### config.mk
export PLATFORM = sky130hd
export DESIGN_NAME = gated_event_counter
export DESIGN_NICKNAME = d
export VERILOG_FILES = /design/src/rtl/gec_pkg.sv /design/src/rtl/gec_sync.sv /design/src/rtl/gec_timebase.sv /design/src/rtl/gec_pwm.sv /design/src/rtl/gec_evcnt.sv /design/src/rtl/gated_event_counter.sv
export SDC_FILE = /design/constraint.sdc
export NUM_CORES = 1
export LEC_CHECK = 0
export BUFFER_PORTS_ARGS = -buffer_cell sky130_fd_sc_hd__clkbuf_2
export CORE_MARGIN = 5
export CORE_UTILIZATION = 30
export CTS_CLUSTER_SIZE = 8
export DETAILED_ROUTE_END_ITERATION = 16
export GPL_ROUTABILITY_DRIVEN = 0
export SLEW_MARGIN = 20
export SYNTH_ARGS = -nofsm -noshare
export SYNTH_HDL_FRONTEND = slang
export SYNTH_SLANG_ARGS = --single-unit
export TNS_END_PERCENT = 30
### constraint.sdc
create_clock -name clk -period 3.3 [get_ports clk]
set_clock_uncertainty 0.2 [all_clocks]
set_input_delay 0.33 -clock clk [delete_from_list [all_inputs] [get_ports clk]]
set_output_delay 0.33 -clock clk [all_outputs]
set_load 0.05 [all_outputs]
### src/rtl/gec_pkg.sv
`timescale 1ns/1ps
package gec_pkg;
  typedef enum logic [1:0] {
    ADR_CTRL    = 2'd0,
    ADR_PERIOD  = 2'd1,
    ADR_OFFTIME = 2'd2,
    ADR_CLEAR   = 2'd3
  } gec_addr_e;

  localparam int CTRL_EN_BIT   = 0;
  localparam int CTRL_GSEL_BIT = 1;
  localparam int CTRL_PSEL_LSB = 2;
endpackage

### src/rtl/gec_sync.sv
`timescale 1ns/1ps
module gec_sync #(
  parameter int W      = 2,
  parameter int STAGES = 2
) (
  input  logic         clk,
  input  logic         rst,
  input  logic [W-1:0] d,
  output logic [W-1:0] q
);
  logic [W-1:0] stage_q [STAGES];

  always_ff @(posedge clk) begin
    if (rst) begin
      for (int i = 0; i < STAGES; i++) stage_q[i] <= '0;
    end else begin
      stage_q[0] <= d;
      for (int i = 1; i < STAGES; i++) stage_q[i] <= stage_q[i-1];
    end
  end

  assign q = stage_q[STAGES-1];
endmodule

### src/rtl/gec_timebase.sv
`timescale 1ns/1ps
module gec_timebase #(
  parameter int PRE_W  = 6,
  parameter int PSEL_W = 3
) (
  input  logic              clk,
  input  logic              rst,
  input  logic              en,
  input  logic [PSEL_W-1:0] psel,
  output logic              tick
);
  localparam logic [PSEL_W-1:0] SEL_MAX = PSEL_W'(PRE_W - 1);

  logic [PRE_W-1:0]  pre_cnt;
  logic [PRE_W-1:0]  mask;
  logic [PSEL_W-1:0] sel_eff;

  always_comb begin
    sel_eff = (psel > SEL_MAX) ? SEL_MAX : psel;
    for (int i = 0; i < PRE_W; i++) mask[i] = (i <= int'(sel_eff));
  end

  assign tick = en && ((pre_cnt & mask) == mask);

  always_ff @(posedge clk) begin
    if (rst || !en) pre_cnt <= '0;
    else            pre_cnt <= pre_cnt + 1'b1;
  end

  // the divider is at least 2, so two ticks are never adjacent
  p_tick_spacing_r1: assert property (@(posedge clk) disable iff (rst)
    tick |=> !tick);
endmodule

### src/rtl/gec_pwm.sv
`timescale 1ns/1ps
module gec_pwm #(
  parameter int PWM_W = 16
) (
  input  logic             clk,
  input  logic             rst,
  input  logic             en,
  input  logic             tick,
  input  logic [PWM_W-1:0] per_reg,
  input  logic [PWM_W-1:0] off_reg,
  output logic             pwm_q
);
  logic [PWM_W-1:0] pcnt, pcnt_nxt;
  logic [PWM_W-1:0] act_per, act_off, per_nxt, off_nxt;
  logic             wrap, load, on_nxt;

  always_comb begin
    wrap     = tick && (pcnt == act_per);
    load     = !en || wrap;
    per_nxt  = load ? per_reg : act_per;
    off_nxt  = load ? off_reg : act_off;
    if (!en)      pcnt_nxt = '0;
    else if (wrap) pcnt_nxt = '0;
    else if (tick) pcnt_nxt = pcnt + 1'b1;
    else           pcnt_nxt = pcnt;
    on_nxt   = en && (pcnt_nxt > off_nxt);
  end

  always_ff @(posedge clk) begin
    if (rst) begin
      pcnt    <= '0;
      act_per <= '1;
      act_off <= '1;
      pwm_q   <= 1'b0;
    end else begin
      pcnt    <= pcnt_nxt;
      act_per <= per_nxt;
      act_off <= off_nxt;
      pwm_q   <= on_nxt;
    end
  end

  p_pcnt_bound_r2: assert property (@(posedge clk) disable iff (rst)
    pcnt <= act_per);

  p_on_after_off_r3: assert property (@(posedge clk) disable iff (rst)
    $rose(pwm_q) |-> (pcnt == act_off + 1'b1));

  p_const_low_r4: assert property (@(posedge clk) disable iff (rst)
    (act_off >= act_per && off_reg >= per_reg) |=> !pwm_q);

  p_off_when_disabled_r5: assert property (@(posedge clk) disable iff (rst)
    !en |=> (!pwm_q && pcnt == '0));
endmodule

### src/rtl/gec_evcnt.sv
`timescale 1ns/1ps
module gec_evcnt #(
  parameter int CNT_W = 16
) (
  input  logic             clk,
  input  logic             rst,
  input  logic             ev_s,
  input  logic             gate_ext_s,
  input  logic             pwm,
  input  logic             gsel,
  input  logic             clr,
  output logic [CNT_W-1:0] count
);
  logic ev_d, rise, gate;

  assign rise = ev_s && !ev_d;
  assign gate = gsel ? pwm : gate_ext_s;

  always_ff @(posedge clk) begin
    if (rst) begin
      ev_d  <= 1'b0;
      count <= '0;
    end else begin
      ev_d <= ev_s;
      if (clr)              count <= '0;
      else if (rise && gate) count <= count + 1'b1;
    end
  end

  p_gate_low_hold_r7: assert property (@(posedge clk) disable iff (rst)
    (!clr && !gate) |=> (count == $past(count)));

  p_single_step_r9: assert property (@(posedge clk) disable iff (rst)
    !clr |=> (count == $past(count) || count == $past(count) + 1'b1));

  p_clear_r10: assert property (@(posedge clk) disable iff (rst)
    clr |=> (count == '0));
endmodule

### src/rtl/gated_event_counter.sv
`timescale 1ns/1ps
module gated_event_counter
  import gec_pkg::*;
#(
  parameter int CNT_W  = 16,
  parameter int PWM_W  = 16,
  parameter int PRE_W  = 6,
  parameter int PSEL_W = 3
) (
  input  logic             clk,
  input  logic             rst,
  input  logic             event_in,
  input  logic             gate_in,
  input  logic             wr_en,
  input  logic [1:0]       wr_addr,
  input  logic [PWM_W-1:0] wr_data,
  output logic [CNT_W-1:0] count_o,
  output logic             pwm_o
);
  localparam int PSEL_MSB = CTRL_PSEL_LSB + PSEL_W - 1;

  logic              ctl_en, ctl_gsel;
  logic [PSEL_W-1:0] ctl_psel;
  logic [PWM_W-1:0]  per_reg, off_reg;
  logic              clr, tick, ev_s, gate_s, pwm_q;
  logic [1:0]        sync_q;
  logic              unused_wr_bits;

  assign unused_wr_bits = ^wr_data[PWM_W-1:PSEL_MSB+1];
  assign clr = wr_en && (gec_addr_e'(wr_addr) == ADR_CLEAR);

  always_ff @(posedge clk) begin
    if (rst) begin
      ctl_en   <= 1'b0;
      ctl_gsel <= 1'b0;
      ctl_psel <= '0;
      per_reg  <= '1;
      off_reg  <= '1;
    end else if (wr_en) begin
      case (gec_addr_e'(wr_addr))
        ADR_CTRL: begin
          ctl_en   <= wr_data[CTRL_EN_BIT];
          ctl_gsel <= wr_data[CTRL_GSEL_BIT];
          ctl_psel <= wr_data[PSEL_MSB:CTRL_PSEL_LSB];
        end
        ADR_PERIOD:  per_reg <= wr_data;
        ADR_OFFTIME: off_reg <= wr_data;
        default: ;
      endcase
    end
  end

  gec_sync #(.W(2), .STAGES(2)) i_sync (
    .clk(clk), .rst(rst), .d({gate_in, event_in}), .q(sync_q)
  );
  assign ev_s   = sync_q[0];
  assign gate_s = sync_q[1];

  gec_timebase #(.PRE_W(PRE_W), .PSEL_W(PSEL_W)) i_timebase (
    .clk(clk), .rst(rst), .en(ctl_en), .psel(ctl_psel), .tick(tick)
  );

  gec_pwm #(.PWM_W(PWM_W)) i_pwm (
    .clk(clk), .rst(rst), .en(ctl_en), .tick(tick),
    .per_reg(per_reg), .off_reg(off_reg), .pwm_q(pwm_q)
  );

  gec_evcnt #(.CNT_W(CNT_W)) i_evcnt (
    .clk(clk), .rst(rst), .ev_s(ev_s), .gate_ext_s(gate_s), .pwm(pwm_q),
    .gsel(ctl_gsel), .clr(clr), .count(count_o)
  );

  assign pwm_o = pwm_q;

  p_reset_state_r11: assert property (@(posedge clk)
    $past(rst) |-> (count_o == '0 && !pwm_o && !ctl_en && !ctl_gsel));
endmodule

==> results.py, run 1 <==
metrics = {
    "setup_path": {
        "worst-endpoint-required_ps": 3390,
        "slowest_stage": "or4_1",
        "crit_top_cell": "a21oi_1",
        "path_buf_inv": 2,
        "critPathMaxStageDelay_ps": 540,
        "r2r_start": "i_timebase.pre_cnt[2]",
        "end_kind": "flip-flop",
        "cp_max_fo": 24,
        "cp_top_family": "simple AND/OR/NAND/NOR gates",
        "arrival_ps": 3190,
        "rr_worst_depth": 12,
        "path_cells": "nand4_1 -> and4bb_1 -> a21oi_4 -> buf_12 -> or4_1 -> a21oi_1 -> ha_1 -> nand4_1 -> buf_4 -> a21oi_1 -> a211oi_2 -> a21oi_1",
        "r2r_end": "i_pwm.pwm_q",
        "critPathLaunchType": "flip-flop",
        "reg2reg_slack_ps": 210,
        "path_class": "reg -> reg",
    },
    "synthesis": {
        "synthFlopType": "dfxtp_1",
        "synth_cells": 647,
        "synth_edf_count": 0,
        "syn_avg_cell_area_um2": 8.80,
        "synth-seq-cells": 113,
        "synth_top_cell_by_area": "dfxtp_1",
        "syn_area_um2": 5700,
        "yosysWarnings": 0,
        "synth.distinct_cells": 53,
        "async_reset_ff_frac": 0,
        "synth_top_area_share": 0.397,
        "netlist_top_cells_area": "dfxtp_1, o211ai_1, xor2_1",
        "ys_seq_area_frac": 0.397,
        "synth.net_count": 689,
    },
    "pwr": {
        "swShare": 0.237,
        "p_leak_uw": 0.00274,
        "p_clk_frac": 0.506,
        "p_switching_uw": 781,
        "peakVddDrop_mv": 0.433,
        "p_int_uw": 2510,
        "power_density_nw_per_um2": 476,
        "pwr-share-seq": 0.435,
        "p_comb_frac": 0.059,
    },
    "run": {
        "drv_cap": 0,
    },
    "clock_tree": {
        "cts_setup_buffers": 0,
        "cts_made_buffers": 17,
        "root_buffer": "clkbuf_16",
        "cts_sinks": 113,
        "htree_num_levels": 4,
        "cts_buffer_depth": 2,
        "cts_tree": "done",
        "clock_latency_ps": 420,
        "clkSlewWorstSetupHoldPaths_ps": 50,
    },
    "detailed_routing": {
        "drtIter0Drc": 231,
        "vias": 4888,
        "wirelength_um": 14500,
        "drc": 0,
        "wl_per_cell_um": 15.4,
        "vias_per_cell": 5.18,
        "drtAntennaViolNets": 0,
        "dr.pass1.iters": 5,
    },
    "floorplanning": {
        "core_um2": 18700,
        "ios": 40,
        "start_util": 0.305,
        "dieWidth_um": 148,
        "row_count": 50,
        "die_area_um2": 21800,
        "die_h_um": 148,
    },
    "outcome": {
        "run_status": "finished, final reports clean",
    },
    "final_layout": {
        "final_common_cell": "dfxtp_1",
        "mostFrequentLayoutCells": "dfxtp_1, o211ai_1, nand2_1",
        "drive_gt1_frac": 0.182,
        "fin_cells": 944,
        "fillCellCount": 1868,
        "diodes": 0,
        "nets": 740,
        "design_area_um2": 6920,
        "area_growth_pct": 21.4,
    },
    "min_path": {
        "min_path_cells": 3,
        "hold_start": "wr_data[3]",
        "min_to": "off_reg[3]",
        "hp-class": "in -> reg",
    },
    "grt": {
        "antenna_found_initial": 0,
        "overflow": 0,
        "grt_pass1_vias": 4632,
        "grt_max_degree": 65,
        "grt_use_total": 0.136,
        "grt_pass1_wl_um": 24100,
    },
    "timing": {
        "worst_slew_pin_slew_ps": 875,
        "period_share": 0.938,
        "slew_viol_final": 0,
        "slew-limit-headroom": 0.412,
        "rsz0062_at_grt": "no",
        "finalCriticalPeriod_ps": 3090,
        "setup_tns_ps": 0,
        "hold_violations": 0,
        "fmax_mhz": 323,
        "finalSetupViolCount": 0,
    },
    "placement": {
        "place_area_um2": 6210,
        "dp_hpwl_um": 9770,
        "placed_cells": 897,
        "io_buffers": 39,
    },
}
[timing repair]
item | in CTS | in global routing
hold buffers | 16 | 0
endpoints found under the setup margin | 0 | 1
gates resized for setup | 0 | 5
endpoints found under the hold margin | 30 | 0
[synthesized netlist by cell type, types with 3 or more instances]
cell and n:
nand2b_1 3, a21oi_1 20, o31ai_1 3, or4_1 3
nand4_1 32, buf_4 6, and3_1 8, buf_1 4
ha_1 19, inv_1 34, nor3_1 7, buf_2 16
nor2_1 29, mux2i_1 6, or3_1 4, nand3b_1 3
o211ai_2 14, a21o_1 4, and2_1 4, nor2b_1 8
nor4_2 3, clkbuf_1 27, a21boi_1 14, o21ai_0 9
xnor2_1 4, dfxtp_1 113, nand2_1 52, xor2_1 30
and4_1 5, o311ai_0 6, o211ai_1 84, nand3_1 46
[power by group through the flow]
stage          Sequential (µW)  Clock [µW]  Combinational (µW)
2_1_floorplan             1450           0                 125
3_3_place_gp              1460           0                 177
6_report                  1430        1670                 195
5_1_grt                   1440        1760                 218
4_1_cts                   1430        1700                 195
3_5_place_dp              1460           0                 178
[metal layers]
layer / share of wire / GRT usage / vias up
met4: 0.020 / 0.0517 / 0
met2: 0.44 / 0.204 / 109
met3: 0.040 / 0.0322 / 25
met5: 0 / 0 / -
li1: - / - / 2469
met1: 0.49 / 0.190 / 2285
[area by class of cell]
cell class	count	area (µm²)	area share
Tap cell	234	293	0.0423
Clock buffer	20	437	0.0631
Timing Repair Buffer	88	644	0.0931
Multi-Input combinational cell	444	3060	0.442
Clock inverter	11	92.6	0.0134
Sequential cell	113	2260	0.327
Inverter	34	128	0.0184
[cells by family (layout without fill, tap and decap cells)]
family | after synthesis | after routing | share of synthesized area
xor gates and xnor gates | 34 | 34 | 0.0523
and+or+nand+nor | 219 | 219 | 0.208
DFF | 113 | 113 | 0.397
adders and majority gates | 19 | 19 | 0.0417
AOI/OAI and AO/OA | 166 | 166 | 0.221
buffers and inverters | 90 | 153 | 0.0696
muxes | 6 | 6 | 0.0105
[worst reg2reg max path: stages, from the launching register on]
cell and delay [ps]:
dfxtp_1 400, nand4_1 120, and4bb_1 360, a21oi_4 60
buf_12 170, or4_1 550, a21oi_1 190, ha_1 270
nand4_1 150, buf_4 130, a21oi_1 40, a211oi_2 230
a21oi_1 100
[how the worst max path moves through the flow]
stage                                from           to  slack, ps  cells past startpoint
finish              i_timebase.pre_cnt[2]  i_pwm.pwm_q        210                     12
global route        i_timebase.pre_cnt[2]  i_pwm.pwm_q          9                     12
CTS                         i_pwm.pcnt[1]  i_pwm.pwm_q          4                     11
detailed placement          i_pwm.pcnt[1]  i_pwm.pwm_q         30                     11
global placement            i_pwm.pcnt[1]  i_pwm.pwm_q        130                     11
floorplan                   i_pwm.pcnt[9]  i_pwm.pwm_q        490                     12
[stage by stage]
| step | setup slack, ps | util | power (µW) | hold slack (ps) |
|---|---|---|---|---|
| 6_report | 205 | 0.370 | 3290 | 22.0 |
| 5_1_grt | 9.32 | 0.370 | 3410 | 24.6 |
| 4_1_cts | 3.96 | 0.369 | 3320 | 2.45 |
| 3_5_place_dp | 34.9 | 0.332 | 1640 | 232 |
| 3_3_place_gp | 129 | 0.332 | 1640 | 216 |
| 2_1_floorplan | 490 | - | 1580 | 214 |
(Power assumes the default switching activity.)
==> run 2, diff against run 1 <==
--- a/config.mk
+++ b/config.mk
@@ -13,2 +13,3 @@
 export GPL_ROUTABILITY_DRIVEN = 0
+export PLACE_DENSITY = 0.41
 export SLEW_MARGIN = 20
==> constraint.sdc (replaced) <==
create_clock -name clk -period 3.3 [get_ports clk]
set_clock_uncertainty 0.2 [all_clocks]
set_input_delay 0.66 -clock clk [delete_from_list [all_inputs] [get_ports clk]]
set_output_delay 0.66 -clock clk [all_outputs]
set_load 0.05 [all_outputs]
==> results.py, run 2 (synthesized netlist as in run 1, its figures left out) <==
metrics = {
    "outcome": {
        "run_status": "finished, final reports clean",
    },
    "clock_tree": {
        "root_buffer": "clkbuf_16",
        "cts_hold_buf": 0,
        "htree_num_levels": 4,
        "cts_made_buffers": 17,
        "cts_sinks": 113,
        "cts_buffer_depth": 2,
        "clkSlewWorstSetupHoldPaths_ps": 60,
        "cts_tree": "done",
        "clock_latency_ps": 420,
    },
    "detailed_routing": {
        "vias": 4919,
        "wirelength_um": 15700,
        "dr.pass1.iters": 4,
        "drc": 0,
        "drtAntennaViolNets": 0,
        "drtIter0Drc": 267,
        "wl_per_cell_um": 16.8,
        "vias_per_cell": 5.27,
    },
    "grt": {
        "grt_max_degree": 66,
        "antenna_found_initial": 0,
        "overflow": 0,
        "grt_pass1_vias": 4824,
        "grt_use_total": 0.147,
        "grt_pass1_wl_um": 25600,
    },
    "timing": {
        "rsz0062_at_grt": "no",
        "setup_tns_ps": 0,
        "finalSetupViolCount": 0,
        "worst_slew_pin_slew_ps": 951,
        "slew-limit-headroom": 0.361,
        "finalCriticalPeriod_ps": 3070,
        "period_share": 0.932,
        "fmax_mhz": 325,
        "slew_viol_final": 0,
        "hold_violations": 0,
    },
    "floorplanning": {
        "dieWidth_um": 148,
        "die_area_um2": 21800,
        "start_util": 0.305,
        "ios": 40,
        "row_count": 50,
        "die_h_um": 148,
        "core_um2": 18700,
    },
    "setup_path": {
        "path_class": "reg -> reg",
        "reg2reg_slack_ps": 230,
        "path_cells": "nand4_1 -> and4bb_1 -> a21oi_4 -> buf_4 -> buf_4 -> o31ai_1 -> a21oi_1 -> ha_1 -> nand4_1 -> o41ai_1 -> a21oi_1",
        "arrival_ps": 3160,
        "critPathMaxStageDelay_ps": 410,
        "cp_max_fo": 10,
        "worst-endpoint-required_ps": 3390,
        "end_kind": "flip-flop",
        "critPathLaunchType": "flip-flop",
        "slowest_stage": "dfxtp_1",
    },
    "pwr": {
        "peakVddDrop_mv": 0.320,
        "power_density_nw_per_um2": 503,
        "p_leak_uw": 0.00270,
    },
    "final_layout": {
        "seq_area_um2": 2260,
        "diodes": 0,
        "final_util": 0.365,
        "final_common_cell": "dfxtp_1",
        "drive_gt1_frac": 0.195,
        "multiInputGateArea_um2": 3070,
        "mostFrequentLayoutCells": "dfxtp_1, o211ai_1, nand2_1",
        "nets": 729,
        "area_growth_pct": 20.0,
        "fillCellCount": 1940,
    },
    "placement": {
        "dp_hpwl_um": 11000,
        "io_buffers": 39,
    },
    "min_path": {
        "hp-class": "reg -> reg",
    },
    "run": {
        "drv_cap": 0,
    },
}
## run 2: cell type report
cell class                 instances  share of cell area
clock buffer                      19              0.0663
clock inverter                    12              0.0196
inverter                          34              0.0187
multi-input combinational        444               0.449
sequential                       113               0.331
tap                              234              0.0428
timing repair buffer              77              0.0727
## run 2: path summary, 6_finish.rpt
| path | from | end | cells after the start |
|---|---|---|---|
| setup / recovery | i_timebase.pre_cnt[2] | i_pwm.pwm_q | 11 |
| hold / removal | i_sync.stage_q[0][0] | i_sync.stage_q[0][2] | 1 |
| setup reg to reg | i_timebase.pre_cnt[2] | i_pwm.pwm_q | 11 |
| hold reg to reg | i_sync.stage_q[0][0] | i_sync.stage_q[0][2] | 1 |
## run 2: power breakdown
part	internal [µW]	leakage (µW)	switching, µW
sequential	1410	0.000921	22.9
clock	1150	0.000274	674
combinational	70.4	0.00151	114
## run 2: critical path: cells and delay by family (launching register included)
kind	cells	cell delay, ps
AO/OA/AOI/OAI	5	1080
adder cells (fa/ha/maj)	1	290
AND/OR/NAND/NOR	3	610
flip-flops	1	410
buffers and inverters	2	360
## run 2: metrics by stage
| step | cell area (µm²) | power [µW] | setup WS, ps | cells | hold slack, ps |
|---|---|---|---|---|---|
| 2_1_floorplan | 5700 | 1580 | 490 | 647 | 214 |
| 3_3_place_gp | 6180 | 1640 | 75.6 | 896 | 220 |
| 6_report | 6840 | 3440 | 225 | 933 | 232 |
| 3_5_place_dp | 6180 | 1650 | 50.9 | 896 | 222 |
| 4_1_cts | 6770 | 3500 | 24.6 | 927 | 236 |
| 5_1_grt | 6840 | 3570 | 29.6 | 933 | 244 |
## run 2: routing by layer
layer,track usage,wire [µm],vias to the layer above
met4,0.0564,330,0
met1,0.196,7680,2381
li1,-,-,2451
met5,0,0,-
met2,0.236,7240,70
met3,0.0307,447,17
## run 2: timing repair
item,CTS,global route
hold endpoints to repair,0,0
setup endpoints to repair,0,1
buffers inserted,0,6
gates resized for setup,0,5
